$ cat src/rtl/wiper_pkg.sv
package wiper_pkg;
  typedef enum logic [2:0] {
    K_NONE,
    K_LOAD,
    K_UP,
    K_DOWN,
    K_DBL,
    K_HALF
  } op_kind_e;

  localparam logic [3:0] OP_HALF_ONE = 4'd4;
  localparam logic [3:0] OP_HALF_ALL = 4'd5;
  localparam logic [3:0] OP_DOWN_ONE = 4'd6;
  localparam logic [3:0] OP_DOWN_ALL = 4'd7;
  localparam logic [3:0] OP_READ     = 4'd10;
  localparam logic [3:0] OP_LOAD     = 4'd11;
  localparam logic [3:0] OP_DBL_ONE  = 4'd12;
  localparam logic [3:0] OP_DBL_ALL  = 4'd13;
  localparam logic [3:0] OP_UP_ONE   = 4'd14;
  localparam logic [3:0] OP_UP_ALL   = 4'd15;
endpackage

$ cat src/rtl/wiper_decode.sv
module wiper_decode
  import wiper_pkg::*;
(
  input  logic [3:0] op_i,
  output op_kind_e   kind_o,
  output logic       group_o,
  output logic       read_o
);
  always_comb begin
    kind_o  = K_NONE;
    group_o = 1'b0;
    read_o  = 1'b0;
    case (op_i)
      OP_HALF_ONE: kind_o = K_HALF;
      OP_HALF_ALL: begin kind_o = K_HALF; group_o = 1'b1; end
      OP_DOWN_ONE: kind_o = K_DOWN;
      OP_DOWN_ALL: begin kind_o = K_DOWN; group_o = 1'b1; end
      OP_READ:     read_o = 1'b1;
      OP_LOAD:     kind_o = K_LOAD;
      OP_DBL_ONE:  kind_o = K_DBL;
      OP_DBL_ALL:  begin kind_o = K_DBL; group_o = 1'b1; end
      OP_UP_ONE:   kind_o = K_UP;
      OP_UP_ALL:   begin kind_o = K_UP; group_o = 1'b1; end
      default:     kind_o = K_NONE;
    endcase
  end
endmodule

$ cat src/rtl/wiper_next.sv
module wiper_next
  import wiper_pkg::*;
#(
  parameter int W = 8
) (
  input  op_kind_e       kind_i,
  input  logic [W-1:0]   cur_i,
  input  logic [W-1:0]   data_i,
  output logic [W-1:0]   nxt_o
);
  localparam logic [W-1:0] MAX_V = {W{1'b1}};
  localparam logic [W-1:0] ONE_V = W'(1);

  always_comb begin
    nxt_o = cur_i;
    case (kind_i)
      K_LOAD: nxt_o = data_i;
      K_UP:   nxt_o = (cur_i == MAX_V) ? MAX_V : cur_i + ONE_V;
      K_DOWN: nxt_o = (cur_i == '0) ? '0 : cur_i - ONE_V;
      K_HALF: nxt_o = cur_i >> 1;
      // doubling: zero seeds to one, top half pins to full scale
      K_DBL: begin
        if (cur_i == '0)          nxt_o = ONE_V;
        else if (cur_i[W-1])      nxt_o = MAX_V;
        else                      nxt_o = cur_i << 1;
      end
      default: nxt_o = cur_i;
    endcase
  end
endmodule

$ cat src/rtl/wiper_slice.sv
module wiper_slice
  import wiper_pkg::*;
#(
  parameter int           W       = 8,
  parameter logic [W-1:0] RST_VAL = W'(1) << (W-1)
) (
  input  logic         clk_i,
  input  logic         rst_ni,
  input  logic         en_i,
  input  op_kind_e     kind_i,
  input  logic [W-1:0] data_i,
  input  logic         reload_i,
  input  logic [W-1:0] reload_val_i,
  output logic [W-1:0] wiper_o
);
  logic [W-1:0] nxt;

  wiper_next #(.W(W)) u_next (
    .kind_i (kind_i),
    .cur_i  (wiper_o),
    .data_i (data_i),
    .nxt_o  (nxt)
  );

  always_ff @(posedge clk_i or negedge rst_ni) begin
    if (!rst_ni)       wiper_o <= RST_VAL;
    else if (reload_i) wiper_o <= reload_val_i;
    else if (en_i)     wiper_o <= nxt;
  end

  p_reload_r11: assert property (@(posedge clk_i) disable iff (!rst_ni)
    reload_i |=> wiper_o == $past(reload_val_i));

  p_idle_hold_r12: assert property (@(posedge clk_i) disable iff (!rst_ni)
    (!en_i && !reload_i) |=> $stable(wiper_o));

  p_up_sat_r3: assert property (@(posedge clk_i) disable iff (!rst_ni)
    (en_i && !reload_i && kind_i == K_UP && wiper_o == {W{1'b1}}) |=> wiper_o == {W{1'b1}});

  p_down_sat_r4: assert property (@(posedge clk_i) disable iff (!rst_ni)
    (en_i && !reload_i && kind_i == K_DOWN && wiper_o == '0) |=> wiper_o == '0);

  p_dbl_top_r6: assert property (@(posedge clk_i) disable iff (!rst_ni)
    (en_i && !reload_i && kind_i == K_DBL && wiper_o[W-1]) |=> wiper_o == {W{1'b1}});

  p_load_r2: assert property (@(posedge clk_i) disable iff (!rst_ni)
    (en_i && !reload_i && kind_i == K_LOAD) |=> wiper_o == $past(data_i));
endmodule

$ cat src/rtl/wiper_cmd_unit.sv
module wiper_cmd_unit
  import wiper_pkg::*;
#(
  parameter int W = 8
) (
  input  logic         clk_i,
  input  logic         rst_ni,
  input  logic         cmd_valid_i,
  input  logic [3:0]   cmd_op_i,
  input  logic         cmd_addr_i,
  input  logic [W-1:0] cmd_data_i,
  input  logic         wr_protect_i,
  input  logic         reload_i,
  input  logic [W-1:0] reload_wiper0_i,
  input  logic [W-1:0] reload_wiper1_i,
  output logic [W-1:0] wiper0_o,
  output logic [W-1:0] wiper1_o,
  output logic [W-1:0] rdback_o
);
  localparam int NCH = 2;

  op_kind_e     kind;
  logic         group;
  logic         is_read;
  logic [W-1:0] reload_arr [NCH];
  logic [W-1:0] wiper_arr  [NCH];

  assign reload_arr[0] = reload_wiper0_i;
  assign reload_arr[1] = reload_wiper1_i;

  wiper_decode u_dec (
    .op_i    (cmd_op_i),
    .kind_o  (kind),
    .group_o (group),
    .read_o  (is_read)
  );

  for (genvar ch = 0; ch < NCH; ch++) begin : g_ch
    logic hit;
    assign hit = cmd_valid_i && !wr_protect_i && (kind != K_NONE)
                 && (group || (cmd_addr_i == 1'(ch)));

    wiper_slice #(.W(W)) u_slice (
      .clk_i        (clk_i),
      .rst_ni       (rst_ni),
      .en_i         (hit),
      .kind_i       (kind),
      .data_i       (cmd_data_i),
      .reload_i     (reload_i),
      .reload_val_i (reload_arr[ch]),
      .wiper_o      (wiper_arr[ch])
    );
  end

  assign wiper0_o = wiper_arr[0];
  assign wiper1_o = wiper_arr[1];

  always_ff @(posedge clk_i or negedge rst_ni) begin
    if (!rst_ni)                     rdback_o <= '0;
    else if (cmd_valid_i && is_read) rdback_o <= cmd_addr_i ? wiper1_o : wiper0_o;
  end

  p_wp_hold_r9: assert property (@(posedge clk_i) disable iff (!rst_ni)
    (cmd_valid_i && wr_protect_i && !reload_i) |=> ($stable(wiper0_o) && $stable(wiper1_o)));

  p_group_up_r7: assert property (@(posedge clk_i) disable iff (!rst_ni)
    (cmd_valid_i && !wr_protect_i && !reload_i && cmd_op_i == OP_UP_ALL
     && wiper0_o != {W{1'b1}} && wiper1_o != {W{1'b1}})
    |=> (wiper0_o == $past(wiper0_o) + W'(1)) && (wiper1_o == $past(wiper1_o) + W'(1)));

  p_read_r10: assert property (@(posedge clk_i) disable iff (!rst_ni)
    (cmd_valid_i && cmd_op_i == OP_READ)
    |=> rdback_o == ($past(cmd_addr_i) ? $past(wiper1_o) : $past(wiper0_o)));

  p_rd_hold_r10: assert property (@(posedge clk_i) disable iff (!rst_ni)
    !(cmd_valid_i && cmd_op_i == OP_READ) |=> $stable(rdback_o));
endmodule

$ cat config.mk
export PLATFORM = sky130hd
export DESIGN_NAME = wiper_cmd_unit
export DESIGN_NICKNAME = d
export VERILOG_FILES = /design/src/rtl/wiper_pkg.sv /design/src/rtl/wiper_decode.sv /design/src/rtl/wiper_next.sv /design/src/rtl/wiper_slice.sv /design/src/rtl/wiper_cmd_unit.sv
export SDC_FILE = /design/constraint.sdc
export NUM_CORES = 1
export LEC_CHECK = 0
export BUFFER_PORTS_ARGS = -buffer_cell sky130_fd_sc_hd__clkbuf_2
export CAP_MARGIN = 20
export CORE_UTILIZATION = 53
export DETAILED_ROUTE_END_ITERATION = 8
export HOLD_SLACK_MARGIN = 0.03
export PLACE_DENSITY = 0.79
export SLEW_MARGIN = 20
export SYNTH_ARGS = -nofsm -noshare
export SYNTH_HDL_FRONTEND = slang
export SYNTH_SLANG_ARGS = --single-unit
$ cat constraint.sdc
create_clock -name clk_i -period 6.1 [get_ports clk_i]
set_clock_uncertainty 0.15 [all_clocks]
set_input_delay 0.61 -clock clk_i [delete_from_list [all_inputs] [get_ports clk_i]]
set_output_delay 0.61 -clock clk_i [all_outputs]
set_load 0.01 [all_outputs]
==> results of run 1 <==
## worst paths after layout
kind | from | endpoint | slack [ns] | cells past startpoint
min | rst_ni | g_ch[0].u_slice.wiper_o[3] | 0.18 | 1
max in group asynchronous | rst_ni | g_ch[1].u_slice.wiper_o[3] | 5.23 | 1
max | g_ch[1].u_slice.wiper_o[1] | g_ch[1].u_slice.wiper_o[3] | 3.32 | 7
min in group clk_i | rdback_o[4] | rdback_o[4] | 0.39 | 2
min reg2reg | rdback_o[4] | rdback_o[4] | 0.39 | 2
max reg2reg | g_ch[1].u_slice.wiper_o[1] | g_ch[1].u_slice.wiper_o[3] | 3.32 | 7
## area by class of cell
class / instances / area (sq um)
Fill cell: 424 / 1658
Multi-Input combinational cell: 259 / 1628
Sequential cell: 24 / 603.1
Timing Repair Buffer: 57 / 285.3
Tap cell: 52 / 65.06
Clock buffer: 4 / 55.05
Inverter: 8 / 30.03
## logic make-up after synthesis
| kind of cell | after synthesis | synth area share |
|---|---|---|
| fa+ha+maj | 4 | 0.02101 |
| buf+inv | 39 | 0.06618 |
| xor+xnor | 8 | 0.02941 |
| simple gates | 125 | 0.2799 |
| mux | 14 | 0.05988 |
| compound gates | 108 | 0.2904 |
| flops | 24 | 0.2532 |
## power breakdown
group / leakage (nW) / internal (mW) / total [mW] / switching [mW]
Combinational: 0.814 / 0.0854 / 0.193 / 0.108
Sequential: 0.283 / 0.185 / 0.248 / 0.0626
Clock: 0.0288 / 0.0576 / 0.106 / 0.0480
## worst reg2reg max path: stages (launching register included)
cell and delay (ns):
dfrtp_1 0.53, inv_1 0.11, ha_1 0.25, or4b_4 0.52, nor4_4 0.21, a21oi_1 0.07, or4_1 0.50, a221o_1 0.33
## flip-flops by register name, summed over array words and instances (netlist names)
| register | cells |
|---|---|
| g_ch.u_slice.wiper_o | 16 |
| rdback_o | 8 |
## synthesized netlist by cell type, drive strengths merged, types with 2 or more instances
| library cell | n | area [sq um] |
|---|---|---|
| inv | 8 | 30.03 |
| a21o | 2 | 15.01 |
| buf | 6 | 32.53 |
| or3 | 2 | 12.51 |
| a21oi | 34 | 170.2 |
| a31oi | 7 | 43.79 |
| dfrtp | 22 | 550.5 |
| nand3b | 3 | 22.52 |
| a211oi | 10 | 75.07 |
| o31ai | 2 | 15.01 |
| nor4 | 6 | 52.55 |
| o22ai | 2 | 12.51 |
| or4 | 3 | 22.52 |
| nor3 | 15 | 75.07 |
| o31a | 3 | 26.28 |
| nand3 | 5 | 25.02 |
| xor2 | 2 | 17.52 |
| nand2 | 24 | 90.09 |
| nor2 | 33 | 123.9 |
| and3 | 5 | 31.28 |
| o211ai | 4 | 30.03 |
| and4 | 4 | 35.03 |
| ha | 4 | 50.05 |
| or4b | 2 | 23.77 |
| nor2b | 6 | 37.54 |
| o21a | 2 | 15.01 |
| a221o | 3 | 30.03 |
| dfstp | 2 | 52.55 |
| a221oi | 4 | 35.03 |
| nand2b | 7 | 43.79 |
| xnor2 | 6 | 52.55 |
| mux2 | 2 | 22.52 |
| a311oi | 3 | 26.28 |
| a2111oi | 3 | 26.28 |
| clkbuf | 25 | 95.09 |
| nand4 | 6 | 37.54 |
| and3b | 2 | 17.52 |
| o21ai | 22 | 110.1 |
| mux2i | 12 | 120.1 |
## cells in the final DEF (no fill, tap or decap), types with 3 or more instances in the layout
cell / n
a31oi_1: 7
a211oi_1: 10
nor2_1: 33
nand3b_1: 3
a21oi_1: 34
nor2b_1: 6
clkbuf_2: 57
a221oi_1: 4
or4_1: 3
a311oi_1: 3
nand2b_1: 7
nand4_1: 6
mux2i_1: 12
ha_1: 4
nand2_1: 24
inv_1: 8
a2111oi_0: 3
o211ai_1: 4
xnor2_1: 6
nor3_1: 15
nand3_1: 5
clkbuf_8: 4
nor4_1: 4
and4_1: 4
dfrtp_1: 22
a221o_1: 3
and3_1: 5
o21ai_0: 22
o31a_1: 3
## layer usage
layer  vias up  routed length [microns]  GRT usage
met4         0                      180     0.1043
met3        22                      759    0.05117
li1       1259                        -          -
met2       187                     3515     0.4833
met1      1277                     2976     0.4469
met5         -                        0          0
## stage by stage
stage	std cells	cell area (sq um)	hold slack (ns)
2_1_floorplan	322	2382	0.1644
3_3_place_gp	400	2605	0.3659
3_5_place_dp	400	2605	0.3745
4_1_cts	404	2660	0.1934
5_1_grt	404	2666	0.2260
6_report	404	2666	0.1815
==> summary.txt, run 1 <==
Clock tree
  • CTS resizes: 0
  • Post-CTS Setup Repair Bufs: 0
  • Clock Latency Late Sink: between 0.2 and 0.3 ns
  • Cts hold-fix bufs: 0
  • # clock sinks: 24
  • Clock Tree Buf Depth: 2
  • CTS Buf Count: 3
  • Clk root buf: clkbuf_8
  • H-tree depth: 1
  • Clock transition at path regs: around 0.080 ns
  • CTS tree: yes

Finish
  • Layout area overhead: 11.92%
  • Share of cells above drive strength 1: 0.1989
  • Nets: slightly below 400
  • Core Util, Final: 0.6166
  • Ant diodes: 0

Global route
  • Global-route wire length before repair: 12290 microns
  • Antenna violations before repair: 0
  • GRT Total Usage: 0.3141
  • Vias in the first global route: between 2000 and 2500
  • Largest net degree at the start of global routing: 39
  • Grt ovf: 0

Floorplanning
  • Die height: 69.05 microns
  • Die W: a little under 70 microns
  • Row count: 24
  • Core footprint: 4324 sq um
  • Initial Util: 0.5509
  • Number of placed I/O pins: 58
  • Total die area: between 4000 and 5000 sq um

Timing
  • Fin. max-slew vios: 0
  • Final worst path period share: 0.4562
  • Final Setup Violations: 0
  • Relative slew slack: 0.3848
  • Worst-Margin Slew: slightly above 0.9 ns
  • Hold Vio Cnt, Final: 0
  • Post-route minimum period: roughly 2.8 ns
  • Fin worst setup slack: around 3.3 ns
  • Max Freq: approximately 360 MHz
  • Setup TNS: 0 ns
  • RSZ-0062 raised after global routing: false

Setup path
  • Worst path cell trace: inv_1 > ha_1 > or4b_4 > nor4_4 > a21oi_1 > or4_1 > a221o_1
  • CP Data Arrival Time: ~2.8 ns
  • Critical Path Source Type: flop
  • CP max-delay cell: dfrtp_1
  • Critical Path Fanout Max: 12
  • CP required: between 6 and 7 ns
  • Crit path max-delay family: simple AND/OR/NAND/NOR gates
  • Slowest stage delay, CP: between 0.5 and 0.6 ns
  • WP buf/inv: 1
  • Critical path type: flop to flop
  • CP endpoint kind: flop

Synth
  • Syn Nets: 360
  • Fraction of registers with async set/reset: 1.000
  • Mapped Cells: between 300 and 400
  • Post-synthesis cell area: around 2400 sq um
  • Top_reg_cell synth: dfrtp_1
  • Syn_area_per_cell: approximately 7.4 sq um
  • EDFF count, synth: 0
  • Seq cells post-synth: 24
  • Ys Warns: 0
  • Sequential area share after synthesis: 0.2532
  • Distinct cells, synth: 53

Power and ir drop
  • Total Power: 0.5469 mW
  • Leakage power: 1.126 nW
  • Pwr Density: just over 200 nW/um^2
  • Max IR drop VDD: 0.0002196 V

Placed design
  • Routability Congestion: about 0.95
  • Dpl ws: between 3 and 4 ns
  • I/O Buffers: 57
  • Post-DP HPWL: 5440 microns

Routing
  • Routed Antenna Nets: 0
  • Drt wl/cell: about 18 microns
  • First DRT Iteration DRCs: about 360
  • Vias/cell: a little under 7
  • Post-route DRC: 0
  • Final WL: ~7400 microns
  • DR pass1 iterations: 5
  • Vias post-DR: between 2000 and 3000

Flow run
  • Max-Cap Viols: 0

Worst hold path
  • Min-delay worst type: input port to async pin

Status
  • Outcome: finished clean
(Power assumes the default switching activity.)
==> run 2, diff against run 1 <==
--- a/config.mk
+++ b/config.mk
@@ -5,6 +5,7 @@
 export SDC_FILE = /design/constraint.sdc
 export NUM_CORES = 1
 export LEC_CHECK = 0
+export ABC_AREA = 1
 export BUFFER_PORTS_ARGS = -buffer_cell sky130_fd_sc_hd__clkbuf_2
 export CAP_MARGIN = 20
 export CORE_UTILIZATION = 53
==> constraint.sdc (replaced) <==
create_clock -name clk_i -period 2.68 [get_ports clk_i]
set_clock_uncertainty 0.15 [all_clocks]
set_input_delay 0.268 -clock clk_i [delete_from_list [all_inputs] [get_ports clk_i]]
set_output_delay 0.268 -clock clk_i [all_outputs]
set_load 0.01 [all_outputs]
==> summary.txt, run 2 <==
Global route
  • Global-route wire length before repair: 13530 microns (+10%)
  • GRT Total Usage: 0.3459 (+0.03174)
  • Grt ovf: 0 (unchanged)
  • Antenna violations before repair: 0 (unchanged)
  • Vias in the first global route: 2821 (+17%)
  • Largest net degree at the start of global routing: 25 (-36%)

Clock tree
  • Clk root buf: clkbuf_8
  • CTS tree: yes
  • CTS Buf Count: 3 (unchanged)
  • Clock Tree Buf Depth: 2 (unchanged)
  • H-tree depth: 1 (unchanged)
  • # clock sinks: 24 (unchanged)
  • Clock Latency Late Sink: 0.28 ns (+0.02 ns)
  • Clock transition at path regs: 0.09 ns (about the same)
  • CTS resizes: 0 (unchanged)

Power and ir drop
  • Leakage power: 1.444 nW (+28%)
  • Total Power: 1.346 mW (+150%)
  • Max IR drop VDD: 0.0004494 V (+100%)
  • Pwr Density: 486.5 nW/um^2 (+140%)

Synth
  • Adder-cell share of the synthesized area: 0.02002 (-0.0009884)
  • Post-synth top cells: nand2_1 (149), nor2_1 (83), nand3_1 (33)
  • Cell accounting for the most synthesized area: nand2_1
  • Syn_area_per_cell: 5.669 sq um (-23%)
  • Top_reg_cell synth: dfrtp_1
  • Seq cells post-synth: 24 (unchanged)
  • Post-synth top area share: 0.2237 (-0.007369)
  • Sequential area share after synthesis: 0.2412 (-0.01191)
  • Simple-Gate Fraction of Synth Area: 0.4830 (+0.2030)
  • Count leader, synth: nand2_1
  • Mux contribution to synthesized area: 0 (-0.05987)
  • Synth Area in Compound Gates: 0.1256 (-0.1648)
  • EDFF count, synth: 0 (unchanged)
  • Syn Nets: 479 (+33%)
  • Fraction of registers with async set/reset: 1.000 (unchanged)
  • Post-synthesis cell area: 2500 sq um (+4.9%)
  • Post-Synth XOR/XNOR Area: 0.02102 (-0.008391)
  • Distinct cells, synth: 27 (-49%)
  • Largest family of logic cells by synthesized area: simple AND/OR/NAND/NOR gates
  • Mapped Cells: 441 (+37%)
  • Ys Warns: 0 (unchanged)
  • Ranking of synthesized cells by area: nand2_1 (22%), dfrtp_1 (22%), nor2_1 (12%)

Finish
  • Design area: 2768 sq um (+3.8%)
  • Layout area overhead: 10.71%
  • Storage element area: 603.1 sq um (unchanged)
  • Most common cell after layout, fill and taps aside: nand2_1
  • Nets: 522 (+34%)
  • Final Non-Filler Cells: 534 (+32%)
  • Max reg flops: 16 (unchanged)
  • Ant diodes: 0 (unchanged)
  • Commonest cells after routing, fill and taps aside: nand2_1 (149), nor2_1 (83), clkbuf_2 (57), nand3_1 (33), a21oi_1 (30)
  • # fillers: 460 (+8.5%)
  • Share of cells above drive strength 1: 0.1577 (-0.04119)
  • Top Registers: g_ch.u_slice.wiper_o x16, rdback_o x8
  • Area of the multi-input gates: 1624 sq um (-0.23%)
  • Top reg by flops: g_ch.u_slice.wiper_o

Floorplanning
  • Number of placed I/O pins: 58 (unchanged)
  • Initial Util: 0.5625 (+0.01157)
  • Die height: 70.68 microns (+2.4%)
  • Total die area: 4996 sq um (+4.8%)
  • Row count: 24 (unchanged)
  • Core footprint: 4444 sq um (+2.8%)
  • Die W: 70.68 microns (+2.4%)

Routing
  • Met3 wire len: 1068 microns (+41%)
  • Routed met2 length: 3440 microns (-2.1%)
  • First DRT Iteration DRCs: 448 (+25%)
  • Vias/cell: 5.841 (-14%)
  • Wire length on met1: 3594 microns (+21%)
  • Highest Signal Layer: met4
  • Routed Antenna Nets: 0 (unchanged)
  • Drt wl/cell: 15.68 microns (-15%)
  • Final WL: 8374 microns (+13%)
  • Vias post-DR: 3119 (+14%)
  • Post-route DRC: 6 (+6)
  • DR pass1 iterations: 7 (+2)

Timing
  • Relative slew slack: 0.5647 (+0.1799)
  • Fin worst setup slack: 0.4917 ns (-2.826 ns)
  • Final Setup Violations: 0 (unchanged)
  • Final worst path period share: 0.8165 (+0.3604)
  • RSZ-0062 raised after global routing: false
  • Worst-Margin Slew: 0.6529 ns (-0.2628 ns)
  • Setup TNS: 0 ns (unchanged)
  • Hold Vio Cnt, Final: 0 (unchanged)
  • Post-route minimum period: 2.188 ns (-0.5943 ns)
  • Max Freq: 457.0 MHz (+27%)
  • Fin. max-slew vios: 0 (unchanged)

Status
  • Outcome: finished with violations
  • Failing checks: DRC

Placed design
  • Post-DP Area: 2716 sq um (+4.3%)
  • I/O Buffers: 57 (unchanged)
  • Routability Congestion: 1.022 (+8.0%)
  • Dpl ws: 0.5665 ns (-2.652 ns)
  • Placed Instances: 530 (+33%)
  • Post-DP HPWL: 6341 microns (+17%)

Setup path
  • Worst path cell trace: clkinv_1 > ha_1 > nand3_1 > nor2_1 > nor2_1 > o21ai_0 > nand3_1 > nand2_1 > nand2_1
  • FF-to-FF path depth: 9 (+2)
  • Critical Path Fanout Max: 9 (-3)
  • Total stage count of the critical path: 9 (+2)
  • Critical Path Source Type: flop
  • WP buf/inv: 1 (unchanged)
  • CP required: 2.74 ns (-3.36 ns)
  • Slowest stage delay, CP: 0.51 ns (-0.02 ns)
  • CP max-delay cell: dfrtp_1
  • Critical path type: flop to flop
  • Crit path max-delay family: simple AND/OR/NAND/NOR gates
  • CP endpoint kind: flop
  • CP Data Arrival Time: 2.25 ns (-0.53 ns)

Worst hold path
  • WHS Path Cells: 5
  • Min-delay worst type: input port to flop

Flow run
  • Max-Cap Viols: 0 (unchanged)
-- run 2: per-layer routing --
metal  global-route usage  vias up
met2               0.5075      206
met5                    0        -
met4               0.1533        0
met3              0.06695       31
met1               0.4942     1383
li1                     -     1499
-- run 2: final timing paths --
kind	startpoint	to	slack [ns]
worst max register to register	g_ch[1].u_slice.wiper_o[0]	g_ch[1].u_slice.wiper_o[4]	0.49
min in group asynchronous	rst_ni	g_ch[0].u_slice.wiper_o[6]	0.42
worst min-delay path	reload_wiper0_i[7]	g_ch[0].u_slice.wiper_o[7]	0.15
worst max-delay path	g_ch[1].u_slice.wiper_o[0]	g_ch[1].u_slice.wiper_o[4]	0.49
worst min register to register	rdback_o[4]	rdback_o[4]	0.40
max in group asynchronous	rst_ni	g_ch[1].u_slice.wiper_o[1]	1.53
-- run 2: power breakdown --
part / leakage [nW] / internal [mW] / total, mW / switching [mW]
Combinational: 1.14 / 0.202 / 0.561 / 0.359
Sequential: 0.281 / 0.430 / 0.563 / 0.133
Clock: 0.0216 / 0.101 / 0.222 / 0.121
-- run 2: per-stage QoR --
stage	utilization	hold slack (ns)
6_report	0.6227	0.1542
5_1_grt	0.6227	0.2092
4_1_cts	0.6227	0.1605
3_5_place_dp	0.6112	0.1673
3_3_place_gp	0.6112	0.1600
2_1_floorplan	-	-0.1776
-- run 2: repair_timing --
action                    4_1_cts  5_1_grt
hold buffers                    1        0
hold endpoints to repair       22        0
setup buffers                   0        0
-- run 2: area by class of cell --
class | instances | area share
Clock buffer | 3 | 0.01492
Inverter | 35 | 0.04747
Multi-Input combinational cell | 361 | 0.5868
Sequential cell | 24 | 0.2179
Tap cell | 52 | 0.02351
Timing Repair Buffer | 59 | 0.1094
-- run 2: kinds of logic after synthesis --
kind of cell / Yosys count
AND/OR/NAND/NOR: 290
AO/OA/AOI/OAI: 61
buffers and inverters: 56
flip-flops: 24
XOR/XNOR: 6
adder cells (fa/ha/maj): 4
-- run 2: worst register-to-register path: cells and delay by family, from the launching register on --
kind            cells  cell delay (ns)
compound gates      1             0.14
fa+ha+maj           1             0.33
flops               1             0.51
buf+inv             1             0.31
simple gates        6             0.68
